===== config.mk =====
export PLATFORM = sky130hd
export DESIGN_NAME = pkt_issue_ctl
export DESIGN_NICKNAME = d
export VERILOG_FILES = /design/src/rtl/pic_pkg.sv /design/src/rtl/slot_decoder.sv /design/src/rtl/hazard_unit.sv /design/src/rtl/pkt_issue_ctl.sv
export SDC_FILE = /design/constraint.sdc
export NUM_CORES = 1
export LEC_CHECK = 0
export BUFFER_PORTS_ARGS = -buffer_cell sky130_fd_sc_hd__clkbuf_2
export CORE_MARGIN = 8
export CORE_UTILIZATION = 30
export CTS_BUF_LIST = sky130_fd_sc_hd__clkbuf_8
export CTS_CLUSTER_DIAMETER = 100
export CTS_CLUSTER_SIZE = 12
export DETAILED_ROUTE_END_ITERATION = 8
export PLACE_DENSITY_LB_ADDON = 0.12
export SLEW_MARGIN = 25
export SYNTH_ARGS = -nofsm -noshare
export SYNTH_HDL_FRONTEND = slang
export SYNTH_SLANG_ARGS = --single-unit

===== constraint.sdc =====
create_clock -name clk -period 3.75 [get_ports clk]
set_clock_uncertainty 0.15 [all_clocks]
set_input_delay 0.375 -clock clk [delete_from_list [all_inputs] [get_ports clk]]
set_output_delay 0.375 -clock clk [all_outputs]
set_load 0.02 [all_outputs]

===== src/rtl/pic_pkg.sv =====
package pic_pkg;

    localparam int IW      = 32;
    localparam int AW      = 32;
    localparam int RW      = 5;
    localparam int NSLOT   = 2;
    localparam int ALIGN_B = 3;

    localparam logic [5:0] OP_REG   = 6'h00;
    localparam logic [5:0] OP_BEQ   = 6'h04;
    localparam logic [5:0] OP_BNE   = 6'h05;
    localparam logic [5:0] OP_ADDI  = 6'h08;
    localparam logic [5:0] OP_ADDIU = 6'h09;
    localparam logic [5:0] OP_SLTI  = 6'h0A;
    localparam logic [5:0] OP_ANDI  = 6'h0C;
    localparam logic [5:0] OP_ORI   = 6'h0D;
    localparam logic [5:0] OP_LW    = 6'h23;
    localparam logic [5:0] OP_SW    = 6'h2B;

    typedef enum logic [2:0] {
        CL_NOP, CL_ALU, CL_BR, CL_LD, CL_ST, CL_BAD
    } iclass_e;

    typedef struct packed {
        iclass_e         cls;
        logic            use_a;
        logic [RW-1:0]   src_a;
        logic            use_b;
        logic [RW-1:0]   src_b;
        logic            wr;
        logic [RW-1:0]   dst;
    } idec_t;

    function automatic idec_t nop_dec();
        idec_t d;
        d     = '0;
        d.cls = CL_NOP;
        return d;
    endfunction

    // Register 0 is filtered here so no consumer ever sees it as a dependence.
    function automatic idec_t decode(logic [IW-1:0] w);
        idec_t         d;
        logic [RW-1:0] rs, rt, rd;
        rs = w[25:21];
        rt = w[20:16];
        rd = w[15:11];
        d  = nop_dec();
        if (w != '0) begin
            d.cls = CL_BAD;
            unique case (w[31:26])
                OP_REG: begin
                    d.cls = CL_ALU;
                    d.use_a = (rs != '0); d.src_a = rs;
                    d.use_b = (rt != '0); d.src_b = rt;
                    d.wr    = (rd != '0); d.dst   = rd;
                end
                OP_ADDI, OP_ADDIU, OP_SLTI, OP_ANDI, OP_ORI: begin
                    d.cls = CL_ALU;
                    d.use_a = (rs != '0); d.src_a = rs;
                    d.wr    = (rt != '0); d.dst   = rt;
                end
                OP_BEQ, OP_BNE: begin
                    d.cls = CL_BR;
                    d.use_a = (rs != '0); d.src_a = rs;
                    d.use_b = (rt != '0); d.src_b = rt;
                end
                OP_LW: begin
                    d.cls = CL_LD;
                    d.use_a = (rs != '0); d.src_a = rs;
                    d.wr    = (rt != '0); d.dst   = rt;
                end
                OP_SW: begin
                    d.cls = CL_ST;
                    d.use_a = (rs != '0); d.src_a = rs;
                    d.use_b = (rt != '0); d.src_b = rt;
                end
                default: d.cls = CL_BAD;
            endcase
        end
        return d;
    endfunction

    function automatic logic reads_reg(idec_t d, logic [RW-1:0] r);
        return (d.use_a && d.src_a == r) || (d.use_b && d.src_b == r);
    endfunction

endpackage


===== src/rtl/slot_decoder.sv =====
module slot_decoder
    import pic_pkg::*;
#(
    parameter int SLOT = 0
) (
    input  logic [IW-1:0] word,
    input  logic          en,
    output idec_t         dec,
    output logic          bad
);
    idec_t raw;
    logic  class_ok;

    assign raw = decode(word);

    generate
        if (SLOT == 0) begin : g_alu_slot
            assign class_ok = (raw.cls == CL_NOP) || (raw.cls == CL_ALU) || (raw.cls == CL_BR);
        end else begin : g_mem_slot
            assign class_ok = (raw.cls == CL_NOP) || (raw.cls == CL_LD) || (raw.cls == CL_ST);
        end
    endgenerate

    assign bad = en && !class_ok;
    assign dec = (en && class_ok) ? raw : nop_dec();

endmodule


===== src/rtl/hazard_unit.sv =====
module hazard_unit
    import pic_pkg::*;
(
    input  idec_t         d0,
    input  idec_t         d1,
    input  logic          ld_vld,
    input  logic [RW-1:0] ld_dst,
    output logic          intra_hit,
    output logic          lu_hit
);
    assign intra_hit = d0.wr && reads_reg(d1, d0.dst);
    assign lu_hit    = ld_vld && (reads_reg(d0, ld_dst) || reads_reg(d1, ld_dst));
endmodule


===== src/rtl/pkt_issue_ctl.sv =====
module pkt_issue_ctl
    import pic_pkg::*;
#(
    parameter int CNT_W = 16
) (
    input  logic                clk,
    input  logic                rst,
    input  logic                pkt_valid,
    input  logic [AW-1:0]       pkt_addr,
    input  logic [NSLOT*IW-1:0] pkt_word,
    output logic [NSLOT-1:0]    issue_vld,
    output logic [IW-1:0]       issue_ins0,
    output logic [IW-1:0]       issue_ins1,
    output logic                fetch_stall,
    output logic                pkt_illegal,
    output logic [CNT_W-1:0]    issue_count
);
    idec_t            dec [NSLOT];
    logic [NSLOT-1:0] bad;
    logic [NSLOT-1:0] live;
    logic             misalign, pkt_ok;
    logic             intra_hit, lu_hit;
    logic             pend_q, pend_d;
    logic             ld_vld_q;
    logic [RW-1:0]    ld_dst_q;

    assign misalign = |pkt_addr[ALIGN_B-1:0];
    assign pkt_ok   = pkt_valid && !misalign;

    generate
        for (genvar s = 0; s < NSLOT; s++) begin : g_dec
            slot_decoder #(.SLOT(s)) u_dec (
                .word (pkt_word[s*IW +: IW]),
                .en   (pkt_ok),
                .dec  (dec[s]),
                .bad  (bad[s])
            );
            assign live[s] = (dec[s].cls != CL_NOP);
        end
    endgenerate

    hazard_unit u_hz (
        .d0        (dec[0]),
        .d1        (dec[1]),
        .ld_vld    (ld_vld_q),
        .ld_dst    (ld_dst_q),
        .intra_hit (intra_hit),
        .lu_hit    (lu_hit)
    );

    assign pkt_illegal = pkt_valid && (misalign || (|bad));

    always_comb begin
        issue_vld   = '0;
        fetch_stall = 1'b0;
        pend_d      = pend_q;
        if (pend_q) begin
            if (pkt_ok) begin
                issue_vld[1] = live[1];
                pend_d       = 1'b0;
            end
        end else if (pkt_ok) begin
            if (lu_hit) begin
                fetch_stall = 1'b1;
            end else if (intra_hit) begin
                issue_vld[0] = live[0];
                fetch_stall  = 1'b1;
                pend_d       = 1'b1;
            end else begin
                issue_vld = live;
            end
        end
    end

    assign issue_ins0 = issue_vld[0] ? pkt_word[IW-1:0]    : '0;
    assign issue_ins1 = issue_vld[1] ? pkt_word[2*IW-1:IW] : '0;

    always_ff @(posedge clk) begin
        if (rst) begin
            pend_q      <= 1'b0;
            ld_vld_q    <= 1'b0;
            ld_dst_q    <= '0;
            issue_count <= '0;
        end else begin
            pend_q      <= pend_d;
            ld_vld_q    <= issue_vld[1] && (dec[1].cls == CL_LD) && dec[1].wr;
            ld_dst_q    <= dec[1].dst;
            issue_count <= issue_count + CNT_W'(issue_vld[0]) + CNT_W'(issue_vld[1]);
        end
    end

    assert_slot1_mem_R1: assert property (@(posedge clk) disable iff (rst)
        issue_vld[1] |-> (issue_ins1[31:26] == OP_LW || issue_ins1[31:26] == OP_SW));

    assert_misalign_block_R2: assert property (@(posedge clk) disable iff (rst)
        (pkt_valid && misalign) |-> (pkt_illegal && issue_vld == '0));

    assert_split_order_R4: assert property (@(posedge clk) disable iff (rst)
        (fetch_stall && issue_vld[0]) |=> (!issue_vld[0] && !fetch_stall));

    assert_loaduse_hold_R5: assert property (@(posedge clk) disable iff (rst)
        (lu_hit && !pend_q) |-> (fetch_stall && issue_vld == '0));

    assert_count_step_R8: assert property (@(posedge clk) disable iff (rst)
        !rst |=> issue_count == $past(issue_count) + CNT_W'($countones($past(issue_vld))));

endmodule


==> impl_results.md <==
- Crit end category: primary output
- Fin crit period: 3.580 ns
- # port buffers: 149
- Synth area leader: dfxtp_1
- Critical Path Source Type: input pin
- DRC: 0
- Routability-driven placement congestion ratio: between 0.9 and 1
- CTS Hold Bufs: 0
- Hold WS: 0.3098 ns
- Top sig layer: met4
- CTS tree: yes
- Mapped Avg Cell Area: 7.281 um2
- First drt pass iteration count: 5
- Synth top area share: 0.1682
- # rows: 35
- GRT Total Usage: 0.1611
- Vias in the first global route: 3449
- Initial DRC count: roughly 250
- Unrepaired setup endpoints after global routing: no
- Area Growth Syn to Fin: 43.78%
- Die ar.: 12440 um2
- Critical register-to-register path startpoint: ld_dst_q[4]$_SDFF_PP0_
- Final wirelength: roughly 10000 um
- Fmax: 279.3 MHz
- Wire length on met1: 4669 um
- Initial antenna violation count: 0
- First-pass GRT wire length: 16980 um
- Mapped Area: 2738 um2
- Setup TNS Final: 0 ns
- Synth top area cells: dfxtp_1 17%, and2_1 8.0%, a211oi_1 7.7%, xor2_1 5.8%, xnor2_1 4.8%
- Routed wire per std cell: 15.85 um
- Syn Inst Count: 376
- Layout cells sized above 1: 0.3993
- Grt ovf: 0
- Sequential-to-total area share from yosys stat: 0.1682
- Critical path endpoint: issue_ins1[19]
- Max-Cap Viols: 0
- Crit path max fanout: 31
- Period utilization: 0.9546
- Core ar.: 9065 um2
- Total Power: 0.5710 mW
- Post-synth EDFFs: 0
- Peak VDD IR: 102.3 uV
- Synthesis Warnings: 0
- Io pins: between 150 and 200
- Flops & latches, synth: 23
- HP Class: input pin to register
- Slew @ Worst Pin: between 0.4 and 0.5 ns
- Ys flop type: dfxtp_1
- Power Density: 145.1 nW/um2
- Final Slew Violations: 0
- Post-route antenna net violation count: 0
- Static leakage: roughly 1.9 nW
- Final Non-Filler Cells: 662
- Clk Latency, worst-skew pair: 0.27 ns
- Chip width: 111.5 um
- Cells after DPL: 658
- Chip height: 111.5 um
- # H-tree levels: 1
- Root buffer cell: clkbuf_8
- Routed wl met3: 977 um
- Critical path required time: 3.22 ns
- Depth of the most critical reg-to-reg path: 14
- Status: complete, no violations
- Reg-to-reg setup timing slack: 0.52 ns
- Ant diodes: 0
- Layout Nets: between 600 and 700
- Cts bufs inserted: 3
- Starting density of the core: 0.3020
- Worst slew margin: 0.6742
- Final setup fails: 0
- Max Root-Sink Buffers: 2
- Count leader, synth: and2_1
- Routed wl met2: 4741 um
- Post-DR vias/cell: 5.261
- CP Class: input pin to primary output
- Post-synth top cells: 35 x and2_1, 34 x inv_1, 31 x nor2_1
- Clock-pin transition on the worst setup and hold timing paths: 0.09 ns
- Ys async rst share: 0
- CP Data Arrival Time: 3.05 ns
- Crit. Startpoint: pkt_word[27]
- Clock Sinks: 23
- Pin count of the biggest net entering global routing: 37
- Critical R2R Capture: issue_count[13]$_SDFF_PP0_
- Post-synthesis cell type count: 64
- DP Wirelength: roughly 8600 um
- Detailed-route via count: 3483
- Final Hold Vio Count: 0
-- worst min path at each step --
stage,startpoint,to,slack [ns],cells after the start
floorplan,rst,issue_count[1]$_SDFF_PP0_,0.30,1
global placement,issue_count[15]$_SDFF_PP0_,issue_count[15]$_SDFF_PP0_,0.35,2
detailed placement,issue_count[15]$_SDFF_PP0_,issue_count[15]$_SDFF_PP0_,0.36,2
CTS,pkt_word[47],ld_dst_q[4]$_SDFF_PP0_,0.29,3
global route,pkt_word[47],ld_dst_q[4]$_SDFF_PP0_,0.31,3
finish,pkt_word[44],ld_dst_q[1]$_SDFF_PP0_,0.31,3
-- power breakdown --
group          total [mW]  internal [mW]  leakage [nW]  switching, mW
logic               0.167         0.0741          1.65         0.0933
registers           0.244          0.244         0.185      0.0000834
clock network       0.159         0.0753        0.0217         0.0842
-- timing repair --
item	in CTS	in global routing
gates resized for setup	0	11
endpoints found under the hold margin	0	0
endpoints found under the setup margin	0	43
buffers inserted	0	0
-- worst max-delay path, cell delays in order --
cell and delay [ns]:
clkbuf_2 0.10, or4_4 0.54, nor3_4 0.22, buf_4 0.18
a32o_2 0.15, and3_1 0.17, a22oi_2 0.06, or4b_4 0.55
o211ai_4 0.21, buf_12 0.21, a211oi_1 0.09, clkbuf_2 0.19
-- kinds of logic (layout without fill, tap and decap cells) --
group,Yosys count,after routing,share of synthesized area
AND/OR/NAND/NOR,163,163,0.3551
AO/OA/AOI/OAI,95,95,0.2633
buffers and inverters,59,231,0.09460
XOR/XNOR,33,33,0.1056
flip-flops,23,23,0.1682
adder cells (fa/ha/maj),2,2,0.01188
other,1,4,0.001370
-- metal layers --
layer,global-route usage,vias to the layer above
met3,0.04437,16
met2,0.2683,187
met5,0,-
li1,-,1721
met4,0.02461,0
met1,0.2053,1559
-- layout by cell type, fill, tap and decap left out, types with 2 or more instances in the layout --
cell,netlist,final
clkbuf_2,0,149
buf_4,4,42
and2_1,35,35
inv_1,34,33
nor2_1,31,31
a211oi_1,28,28
dfxtp_1,23,23
nand3_1,19,19
xor2_1,18,18
xnor2_1,15,15
a21oi_1,12,12
nand2_1,12,11
nor4_1,10,10
nor3_1,8,8
nand4_1,7,7
o21ai_0,7,7
a21o_1,6,6
or4_1,7,6
a22oi_1,6,6
a22o_1,5,5
nor2b_1,4,4
and3_1,5,4
conb_1,1,4
nand2b_1,3,3
and4_1,3,3
o211ai_1,3,3
a31oi_1,4,3
or2_2,3,3
o31ai_1,3,3
clkbuf_8,0,3
or4b_4,2,2
nand4b_1,2,2
or4_4,1,2
a32o_1,2,2
a32o_2,2,2
or3_1,2,2
a2111oi_0,2,2
-- flip-flops by register name (all words and copies together), names as in the netlist --
register     flops
issue_count     16
ld_dst_q         5
ld_vld_q         1
pend_q           1
-- layout make-up --
| class | instances | area (um2) |
|---|---|---|
| fillers | 974 | 5129 |
| multi-input cells | 297 | 2076 |
| repair buffers | 192 | 1081 |
| flip-flops and latches | 23 | 460.4 |
| well taps | 111 | 138.9 |
| inverters | 35 | 131.4 |
| clock buffers | 3 | 41.29 |
| clock inverters | 1 | 7.507 |
-- metrics by stage --
| step | setup slack, ns | cell area (um2) | util |
|---|---|---|---|
| 3_5_place_dp | -0.1452 | 3840 | 0.4236 |
| 3_3_place_gp | -0.08450 | 3840 | 0.4236 |
| 6_report | 0.1701 | 3936 | 0.4342 |
| 2_1_floorplan | 0.01630 | 2764 | - |
| 4_1_cts | 0.05320 | 3889 | 0.4290 |
| 5_1_grt | 0.003719 | 3936 | 0.4342 |
Note: power is estimated with default switching activity, not from simulation.
